===== src/rtl/rst_seq_pkg.sv =====
package rst_seq_pkg;

  // Number of PHY ports handled by the controller.
  parameter int PHY_PORTS = 2;

  typedef enum logic [1:0] {
    SOFT_IDLE = 2'd0,
    SOFT_HOST = 2'd1,
    SOFT_LOAD = 2'd2
  } softPhaseT;

  // Strobes from control to the timing datapath.
  typedef struct packed {
    logic                 hostLoad;  // load the host-phase duration
    logic                 ldrLoad;   // load the loader window
    logic                 softDec;   // count down the soft counter
    logic [PHY_PORTS-1:0] phyLoad;   // load a PHY reset duration
    logic [PHY_PORTS-1:0] phyDec;    // count down a PHY counter
  } seqStrobeT;

endpackage


===== src/rtl/rst_seq_dp.sv =====
module rst_seq_dp
  import rst_seq_pkg::*;
#(
  parameter int SOFT_CYC = 590,
  parameter int LDR2_CYC = 550,
  parameter int LDR3_CYC = 170,
  parameter int PHY_CYC  = 110,
  parameter int CNT_W    = 10
) (
  input  logic                 clk,
  input  logic                 rstN,
  input  seqStrobeT            strobe,
  input  logic                 ldrTwoWire,
  output logic                 softZero,
  output logic [PHY_PORTS-1:0] phyZero
);

  logic [CNT_W-1:0] softCnt;

  // One counter serves both soft phases, reloaded at each phase entry.
  always_ff @(posedge clk or negedge rstN) begin
    if (!rstN) begin
      softCnt <= '0;
    end else if (strobe.hostLoad) begin
      softCnt <= CNT_W'(SOFT_CYC - 1);
    end else if (strobe.ldrLoad) begin
      softCnt <= ldrTwoWire ? CNT_W'(LDR2_CYC - 1) : CNT_W'(LDR3_CYC - 1);
    end else if (strobe.softDec) begin
      softCnt <= softCnt - 1'b1;
    end
  end

  assign softZero = (softCnt == '0);

  for (genvar p = 0; p < PHY_PORTS; p++) begin : g_phyCnt
    logic [CNT_W-1:0] phyCnt;

    always_ff @(posedge clk or negedge rstN) begin
      if (!rstN) begin
        phyCnt <= '0;
      end else if (strobe.phyLoad[p]) begin
        phyCnt <= CNT_W'(PHY_CYC - 1);
      end else if (strobe.phyDec[p]) begin
        phyCnt <= phyCnt - 1'b1;
      end
    end

    assign phyZero[p] = (phyCnt == '0);
  end

endmodule


===== src/rtl/rst_seq_ctl.sv =====
module rst_seq_ctl
  import rst_seq_pkg::*;
(
  input  logic                 clk,
  input  logic                 rstN,
  input  logic                 wrEn,
  input  logic [PHY_PORTS:0]   wrData,
  input  logic [PHY_PORTS-1:0] phyCtlReq,
  input  logic [PHY_PORTS-1:0] phyPwrDn,
  input  logic                 ldrDone,
  input  logic                 softZero,
  input  logic [PHY_PORTS-1:0] phyZero,
  output seqStrobeT            strobe,
  output logic [PHY_PORTS:0]   rdData,
  output logic [PHY_PORTS-1:0] phyRst,
  output logic [PHY_PORTS-1:0] phyRegClr,
  output logic [PHY_PORTS-1:0] phyCtlRstBit,
  output logic                 hostRst,
  output logic                 strapLatch,
  output logic                 ldrStart,
  output logic                 ldrMacOnly
);

  softPhaseT            softPhase, softNext;
  logic                 hostLoad, ldrLoad, softDec;
  logic [PHY_PORTS-1:0] phyBusy, phyKeep, phyViaCtl, pdPrev;
  logic [PHY_PORTS-1:0] phyLoadV, phyDecV, phyRegReq;
  logic                 pwrOnPend, ldrStartQ;

  // Soft reset: host phase, then restricted loader phase.
  always_comb begin
    softNext = softPhase;
    hostLoad = 1'b0;
    ldrLoad  = 1'b0;
    softDec  = 1'b0;
    case (softPhase)
      SOFT_IDLE: begin
        if (wrEn && wrData[0]) begin
          softNext = SOFT_HOST;
          hostLoad = 1'b1;
        end
      end
      SOFT_HOST: begin
        if (softZero) begin
          softNext = SOFT_LOAD;
          ldrLoad  = 1'b1;
        end else begin
          softDec = 1'b1;
        end
      end
      SOFT_LOAD: begin
        if (ldrDone || softZero) begin
          softNext = SOFT_IDLE;
        end else begin
          softDec = 1'b1;
        end
      end
      default: softNext = SOFT_IDLE;
    endcase
  end

  always_ff @(posedge clk or negedge rstN) begin
    if (!rstN) begin
      softPhase <= SOFT_IDLE;
      ldrStartQ <= 1'b0;
      pwrOnPend <= 1'b1;
      pdPrev    <= '0;
    end else begin
      softPhase <= softNext;
      ldrStartQ <= ldrLoad;
      pwrOnPend <= 1'b0;
      pdPrev    <= phyPwrDn;
    end
  end

  // Per-port PHY reset: request capture, mode latch, completion.
  for (genvar p = 0; p < PHY_PORTS; p++) begin : g_phyCtl
    logic pdExit;

    assign phyRegReq[p] = (wrEn && wrData[p+1]) || phyCtlReq[p];
    assign pdExit       = pdPrev[p] && !phyPwrDn[p];
    assign phyLoadV[p]  = !phyBusy[p] && (phyRegReq[p] || pdExit);
    assign phyDecV[p]   = phyBusy[p] && !phyZero[p];

    always_ff @(posedge clk or negedge rstN) begin
      if (!rstN) begin
        phyBusy[p]   <= 1'b0;
        phyKeep[p]   <= 1'b0;
        phyViaCtl[p] <= 1'b0;
      end else if (phyLoadV[p]) begin
        phyBusy[p]   <= 1'b1;
        phyKeep[p]   <= !phyRegReq[p];
        phyViaCtl[p] <= phyCtlReq[p];
      end else if (phyBusy[p] && phyZero[p]) begin
        phyBusy[p]   <= 1'b0;
      end
    end
  end

  always_comb begin
    strobe          = '0;
    strobe.hostLoad = hostLoad;
    strobe.ldrLoad  = ldrLoad;
    strobe.softDec  = softDec;
    strobe.phyLoad  = phyLoadV;
    strobe.phyDec   = phyDecV;
  end

  assign hostRst      = (softPhase == SOFT_HOST);
  assign ldrMacOnly   = (softPhase == SOFT_LOAD);
  assign ldrStart     = ldrStartQ;
  assign strapLatch   = pwrOnPend;
  assign phyRst       = phyBusy;
  assign phyRegClr    = phyBusy & ~phyKeep;
  assign phyCtlRstBit = phyBusy & phyViaCtl;
  assign rdData       = {phyBusy, softPhase != SOFT_IDLE};

endmodule


===== src/rtl/rst_seq_ctrl.sv =====
module rst_seq_ctrl
  import rst_seq_pkg::*;
#(
  parameter int CYC_PER_US = 50,
  parameter int SOFT_US    = 590,
  parameter int LDR_2W_US  = 550,
  parameter int LDR_3W_US  = 170,
  parameter int PHY_US     = 110
) (
  input  logic                 clk,
  input  logic                 rstN,
  input  logic                 wrEn,
  input  logic [PHY_PORTS:0]   wrData,
  output logic [PHY_PORTS:0]   rdData,
  input  logic [PHY_PORTS-1:0] phyCtlReq,
  input  logic [PHY_PORTS-1:0] phyPwrDn,
  output logic [PHY_PORTS-1:0] phyRst,
  output logic [PHY_PORTS-1:0] phyRegClr,
  output logic [PHY_PORTS-1:0] phyCtlRstBit,
  output logic                 hostRst,
  output logic                 strapLatch,
  output logic                 ldrStart,
  output logic                 ldrMacOnly,
  input  logic                 ldrTwoWire,
  input  logic                 ldrDone
);

  localparam int SOFT_CYC = SOFT_US * CYC_PER_US;
  localparam int LDR2_CYC = LDR_2W_US * CYC_PER_US;
  localparam int LDR3_CYC = LDR_3W_US * CYC_PER_US;
  localparam int PHY_CYC  = PHY_US * CYC_PER_US;
  localparam int MAX_A    = (SOFT_CYC > PHY_CYC) ? SOFT_CYC : PHY_CYC;
  localparam int MAX_B    = (LDR2_CYC > LDR3_CYC) ? LDR2_CYC : LDR3_CYC;
  localparam int MAX_CYC  = (MAX_A > MAX_B) ? MAX_A : MAX_B;
  localparam int CNT_W    = $clog2(MAX_CYC + 1);

  seqStrobeT            strobe;
  logic                 softZero;
  logic [PHY_PORTS-1:0] phyZero;

  rst_seq_ctl i_ctl (
    .clk          (clk),
    .rstN         (rstN),
    .wrEn         (wrEn),
    .wrData       (wrData),
    .phyCtlReq    (phyCtlReq),
    .phyPwrDn     (phyPwrDn),
    .ldrDone      (ldrDone),
    .softZero     (softZero),
    .phyZero      (phyZero),
    .strobe       (strobe),
    .rdData       (rdData),
    .phyRst       (phyRst),
    .phyRegClr    (phyRegClr),
    .phyCtlRstBit (phyCtlRstBit),
    .hostRst      (hostRst),
    .strapLatch   (strapLatch),
    .ldrStart     (ldrStart),
    .ldrMacOnly   (ldrMacOnly)
  );

  rst_seq_dp #(
    .SOFT_CYC (SOFT_CYC),
    .LDR2_CYC (LDR2_CYC),
    .LDR3_CYC (LDR3_CYC),
    .PHY_CYC  (PHY_CYC),
    .CNT_W    (CNT_W)
  ) i_dp (
    .clk        (clk),
    .rstN       (rstN),
    .strobe     (strobe),
    .ldrTwoWire (ldrTwoWire),
    .softZero   (softZero),
    .phyZero    (phyZero)
  );

endmodule


===== config.mk =====
export PLATFORM = sky130hd
export DESIGN_NAME = rst_seq_ctrl
export DESIGN_NICKNAME = d
export VERILOG_FILES = /design/src/rtl/rst_seq_pkg.sv /design/src/rtl/rst_seq_dp.sv /design/src/rtl/rst_seq_ctl.sv /design/src/rtl/rst_seq_ctrl.sv
export SDC_FILE = /design/constraint.sdc
export NUM_CORES = 1
export LEC_CHECK = 0
export BUFFER_PORTS_ARGS = -buffer_cell sky130_fd_sc_hd__buf_2
export CAP_MARGIN = 10
export CORE_MARGIN = 3
export CORE_UTILIZATION = 40
export CTS_CLUSTER_SIZE = 40
export DETAILED_ROUTE_END_ITERATION = 10
export MAX_ROUTING_LAYER = met4
export PLACE_DENSITY_LB_ADDON = 0.15
export SYNTH_ARGS = -nofsm -noshare
export SYNTH_HDL_FRONTEND = slang
export SYNTH_SLANG_ARGS = --single-unit

===== constraint.sdc =====
create_clock -name clk -period 4.83 [get_ports clk]
set_clock_uncertainty 0.1 [all_clocks]
set_input_delay 0.7245 -clock clk [delete_from_list [all_inputs] [get_ports clk]]
set_output_delay 0.7245 -clock clk [all_outputs]
set_load 0.01 [all_outputs]

; Word-level counts from Yosys, hierarchy flattened
; Index checks and enable logic that the tools add are counted.
[totals]
output_inout_bits = 13
wordCells = 82
in_bits = 12
register_bits = 57
[op_classes]
eq_ne = 5
n_addsub = 3
n_reduce_logical = 35
bitwise_logic = 3
mux = 23
[op_table]
columns = operator, n
row1 = 15-bit 2-to-1 mux, 8
row2 = 15-bit logical NOT, 3
row3 = 15-bit by 1-bit subtractor with 15-bit output (second input constant), 3
row4 = 1-bit logical AND, 11
row5 = 1-bit 2-to-1 mux, 10
row6 = 2-bit nonzero test, 5
row7 = 1-bit logical NOT, 8
row8 = 2-bit 2-to-1 mux, 3
row9 = 2-bit by 1-bit != test with 1-bit output (second input constant), 3
row10 = 2-bit case mux with 3 select lines, 1
row11 = 1-bit logical OR, 5
row12 = 2-bit bitwise AND, 2
row13 = 3-bit AND reduction, 1
row14 = 3-bit nonzero test, 1
row15 = 2-bit by 1-bit == test with 1-bit output (second input constant), 1
row16 = 2-bit == test (second input constant), 1
row17 = 2-bit logical NOT, 1
row18 = 2-bit NOT, 1
row19 = 1-bit case mux with 2 select lines, 1

; Logic depth before layout (Yosys ltp)
[depth]
ltp_word = 7
mapped_depth = 8
mapped_depth_nobuf = 7

; Hierarchy
; A second synthesis with hierarchy kept.
[unflattened]
hier_cells = 315
area_unflattened_um2 = 3061.7
[by_module_without_submodules]
columns = mod, seq_area_each_um2, area_each_um2, cells_each, n_inst
row1 = rst_seq_dp, 1126.1, 2361.0, 243, 1
row2 = rst_seq_ctl, 301.5, 700.7, 72, 1

; Worst setup path after synthesis
; No wires, ideal clock.
[synth_timing]
path_type = reg2reg
from = register i_dp.g_phyCnt[1].phyCnt[0]
to = register i_dp.g_phyCnt[1].phyCnt[12]
t_required_ns = 4.596
path_stages_with_launch = 8
period_less_slack_ns = 2.336
path_slack_ns = 2.494
setup_time_ns = 0.134
path_buffers = 0
t_arrival_ns = 2.103
cell_sequence = dfrtp_1 inv_1 ha_1 or3b_4 or4_4 or4_4 mux2i_1 nand2_1
[synth_between]
elab_chain_len = 4
elab_cells_between_ends = 7
classes_between = add/sub (1) / mux (2) / reduce/logical (4)
[synth_rtl]
columns = element, line
row1 = from (decl), rst_seq_dp.sv:36  ; logic [CNT_W-1:0] phyCnt;
row2 = from (signal assigned), rst_seq_dp.sv:42  ; phyCnt <= CNT_W'(PHY_CYC - 1);
row3 = from (signal assigned), rst_seq_dp.sv:44  ; phyCnt <= phyCnt - 1'b1;
row4 = branches (longest 4 deep; another with 15-bit by 1-bit subtractor with 15-bit output), n/a
; Several ways; the timed one is not identified. The select of a mux whose other input is x is not followed.
; A chain may end at the register's enable or synchronous reset.

; Worst setup path after layout
; Same ends and word-level chain as after synthesis.

==> impl_results.rst <==
.. list-table::
   :header-rows: 1

   * - Metric
     - Value
   * - IR drop worst, VDD
     - 0.1555 mV
   * - Number of distinct library cells after synthesis
     - 56
   * - Drt via density
     - 5.454
   * - Number of enable-type register cells in the synthesized netlist
     - 0
   * - Cell count after synthesis
     - 305
   * - Post-placement setup slack
     - 2371 ps
   * - Endpoint with the worst hold slack
     - i_dp.g_phyCnt[1].phyCnt[9]$_DFFE_PN0P_
   * - Hold Startpoint
     - i_dp.g_phyCnt[1].phyCnt[9]$_DFFE_PN0P_
   * - Post-CTS setup buffer count
     - 0
   * - Via total after detailed routing
     - 2378
   * - Clock input transition at the sequential cells of the worst setup and hold paths
     - 60 ps
   * - Worst slew pin tran
     - 811.1 ps
   * - IO buf count
     - 24
   * - Cts repair resizes
     - 0
   * - Commonest cells after routing, fill and taps aside
     - sky130_fd_sc_hd__dfrtp_1, sky130_fd_sc_hd__nand2_1, sky130_fd_sc_hd__buf_2, sky130_fd_sc_hd__nor2_1
   * - Ys flop type
     - sky130_fd_sc_hd__dfrtp_1
   * - Outcome
     - completed
   * - Ys Warns
     - 0
   * - Die boundary height
     - 92.52 um
   * - Final-report setup violation count
     - 0
   * - Fraction of final layout cells with drive strength greater than 1
     - 14.41%
   * - Remaining antenna violation count
     - 0
   * - Min-Delay Path Depth
     - 1
   * - Worst EP required
     - 4920 ps
   * - Area occupied by multi-input gates
     - 1476 um2
   * - Type of destination of the critical path
     - flip-flop
   * - Total standard cell area after synthesis
     - 2994 um2
   * - Endpoint of the worst register-to-register path
     - i_dp.g_phyCnt[1].phyCnt[12]$_DFFE_PN0P_
   * - Pwr dens
     - 367.3 nW/um2
   * - Worst max-slew margin expressed relative to the limit
     - 45.43%
   * - Average footprint of a synthesized cell
     - 9.817 um2
   * - TritonCTS clock tree
     - done
   * - Drc violations
     - 0
   * - Starting density of the core
     - 42.66%
   * - WS Path Type
     - reg2reg
   * - Worst r2r path cells
     - 7
   * - Routed length per instance
     - 14.27 um
   * - Fraction of registers with async set/reset
     - 100.0%
   * - Most Frequent Cell on Critical Path
     - sky130_fd_sc_hd__or4_4
   * - Number of cells in the design after placement
     - 420
   * - Clk Latency, worst-skew pair
     - 320 ps
   * - Number of rows created at floorplan
     - 30
   * - Deepest level of the CTS H-tree
     - 3
   * - First-pass GRT wire length
     - 10990 um
   * - Vias in the first global route
     - 2283
   * - # Max-Cap Violations
     - 0
   * - # hold bufs at CTS
     - 0
   * - Number of detailed-route iterations in the first pass
     - 4
   * - # diodes
     - 0
   * - Detail Placement HPWL
     - 4261 um
   * - Placer congestion estimate
     - 0.7791
   * - Core area
     - 7019 um2
   * - Die Span X
     - 92.52 um
   * - Total global routing overflow
     - 0
   * - Post-layout minimum cycle time
     - 2446 ps
   * - Unrepaired setup endpoints after global routing
     - no
   * - Final Instance Count excl. Fillers
     - 436
   * - Ranking of synthesized cells by area
     - sky130_fd_sc_hd__dfrtp_1, sky130_fd_sc_hd__nand2_1, sky130_fd_sc_hd__xnor2_1, sky130_fd_sc_hd__nor2_1, sky130_fd_sc_hd__a21oi_1
   * - Cell type with the highest aggregate area in the netlist
     - sky130_fd_sc_hd__dfrtp_1
   * - Proportion of netlist area held by the largest area contributor
     - 46.80%
   * - Synthesized net count
     - 323
   * - Hold violation count in the final report
     - 0
   * - Portion of the clock cycle consumed by the worst path in the final layout
     - 50.65%
   * - Critical path launch point type
     - flip-flop
   * - Layout-stage area growth over the synthesis result
     - 12.95%
   * - Slowest cell on the critical path
     - sky130_fd_sc_hd__or4_4
   * - Final Max Tran Viols
     - 0
   * - CP Data Arrival Time
     - 2530 ps
   * - Post-Route Setup TNS
     - 0 ps
   * - Worst-case setup margin in the final layout
     - 2384 ps
   * - Ordered cell list for the critical path
     - inv_1 -> ha_1 -> or3b_4 -> or4_4 -> or4_4 -> mux2i_1 -> nand2_1
   * - Max Fanout on Critical Path
     - 5
   * - Worst min-delay path class
     - reg2reg
   * - Net count of the finished layout
     - 353
   * - Iteration-0 DRC Markers
     - 152
   * - Crit Reg-Reg Startpoint
     - i_dp.g_phyCnt[1].phyCnt[0]$_DFFE_PN0P_
   * - Leading cell type in the layout, fill and taps excluded
     - sky130_fd_sc_hd__dfrtp_1
   * - Inserted Clock Buffers
     - 9
   * - Wire length after detailed routing
     - 6222 um
   * - Clock sink count
     - 57
   * - Area of the die
     - 8559 um2
   * - Highest attainable clock frequency
     - 408.8 MHz
   * - Clock Tree Root
     - sky130_fd_sc_hd__clkbuf_8
   * - Count of pins on the block boundary
     - 25
   * - Minimum setup slack among reg-to-reg paths
     - 2380 ps
   * - Delay of the slowest cell on the worst path
     - 500 ps
   * - Register area share after synthesis
     - 47.68%
   * - Layout filler cell count
     - 665
   * - Global-route usage over all layers
     - 16.58%
   * - Total area of sequential cells
     - 1428 um2
   * - Maximum clock insertion buffer count
     - 2
   * - Antenna violations before repair
     - 0
   * - Leak
     - 1.388 nW
   * - Register bit total from synthesis
     - 57
   * - Post-layout utilization of the core
     - 48.18%
   * - Maximum number of pins on one net before global-route repair
     - 58
==> stage by stage <==
stage / instance area [um2] / hold WS (ps) / power, W
final: 3382 / 382.6 / 0.001242
after global routing: 3382 / 397.5 / 0.001327
after CTS: 3382 / 384.3 / 0.001259
after detailed placement: 3212 / 375.8 / 0.0008597
after global placement: 3212 / 372.1 / 0.0008566
after floorplan: 2994 / 328.9 / 0.0007823
==> worst max-delay path: cells and delay by family (launching register included) <==
family / cells / cell delay, ps
simple gates: 4 / 1410
flops: 1 / 400
fa+ha+maj: 1 / 160
mux: 1 / 160
buf+inv: 1 / 90
==> worst max path at each step <==
stage                                                       from                                      end  slack (ps)
after global routing                i_dp.softCnt[11]$_DFFE_PN0P_           i_ctl.softPhase[1]$_DFFE_PN0P_        2200
after CTS                 i_dp.g_phyCnt[1].phyCnt[0]$_DFFE_PN0P_  i_dp.g_phyCnt[1].phyCnt[12]$_DFFE_PN0P_        2370
after detailed placement  i_dp.g_phyCnt[1].phyCnt[0]$_DFFE_PN0P_  i_dp.g_phyCnt[1].phyCnt[12]$_DFFE_PN0P_        2370
after global placement    i_dp.g_phyCnt[1].phyCnt[0]$_DFFE_PN0P_  i_dp.g_phyCnt[1].phyCnt[12]$_DFFE_PN0P_        2430
after floorplan           i_dp.g_phyCnt[1].phyCnt[0]$_DFFE_PN0P_  i_dp.g_phyCnt[1].phyCnt[12]$_DFFE_PN0P_        2490
final                     i_dp.g_phyCnt[1].phyCnt[0]$_DFFE_PN0P_  i_dp.g_phyCnt[1].phyCnt[12]$_DFFE_PN0P_        2380
==> layer usage <==
metal  share of wire [%]  wire [um]  GRT usage [%]
met5                   0          0              -
met4                 1.1         66          5.569
met3                 4.7        290          4.549
met2                  43       2675          23.32
met1                  51       3190          23.05
==> cells by family (layout without fill, tap and decap cells) <==
kind of cell,count (synthesis),after routing,synth area share [%]
and+or+nand+nor,127,127,24.15
adders and majority gates,6,6,2.507
DFF,57,57,47.68
xor gates and xnor gates,14,14,4.095
AOI/OAI and AO/OA,71,71,16.09
buffers and inverters,22,57,3.008
other,1,1,0.1252
muxes,7,7,2.340
==> registers in the layout, indices dropped and copies added (netlist names) <==
signal and count:
i_ctl.phyRst 2, i_dp.softCnt 15, i_ctl.strapLatch 1, i_ctl.ldrStart 1, i_ctl.pdPrev 2, i_ctl.phyKeep 2, i_dp.g_phyCnt.phyCnt 30, i_ctl.softPhase 2
i_ctl.phyViaCtl 2
==> synthesized netlist by cell type, types with 5 or more instances <==
cell type and n:
sky130_fd_sc_hd__or4_1 7, sky130_fd_sc_hd__dfrtp_1 56, sky130_fd_sc_hd__nor4_1 5, sky130_fd_sc_hd__nand2b_1 6, sky130_fd_sc_hd__ha_1 6, sky130_fd_sc_hd__nand2_1 33, sky130_fd_sc_hd__nor3_1 10, sky130_fd_sc_hd__o21ai_0 16
sky130_fd_sc_hd__xnor2_1 10, sky130_fd_sc_hd__mux2i_1 7, sky130_fd_sc_hd__nor2_1 23, sky130_fd_sc_hd__a21oi_1 16, sky130_fd_sc_hd__inv_1 15, sky130_fd_sc_hd__or3_1 5, sky130_fd_sc_hd__nand3_1 8
==> where the power goes <==
part / total, W / internal [W] / leakage [nW] / switching (W)
Clock: 0.000388 / 0.000216 / 0.0850 / 0.000172
Combinational: 0.000255 / 0.000112 / 0.670 / 0.000142
Sequential: 0.000600 / 0.000537 / 0.633 / 0.0000625
==> layout make-up <==
| class | count | share of cell area (%) |
|---|---|---|
| inverter | 16 | 1.776 |
| sequential | 57 | 42.21 |
| tap | 96 | 3.552 |
| clock buffer | 16 | 5.031 |
| multi-input combinational | 226 | 43.66 |
| timing repair buffer | 25 | 3.774 |
Note: power is estimated with default switching activity, not from simulation.
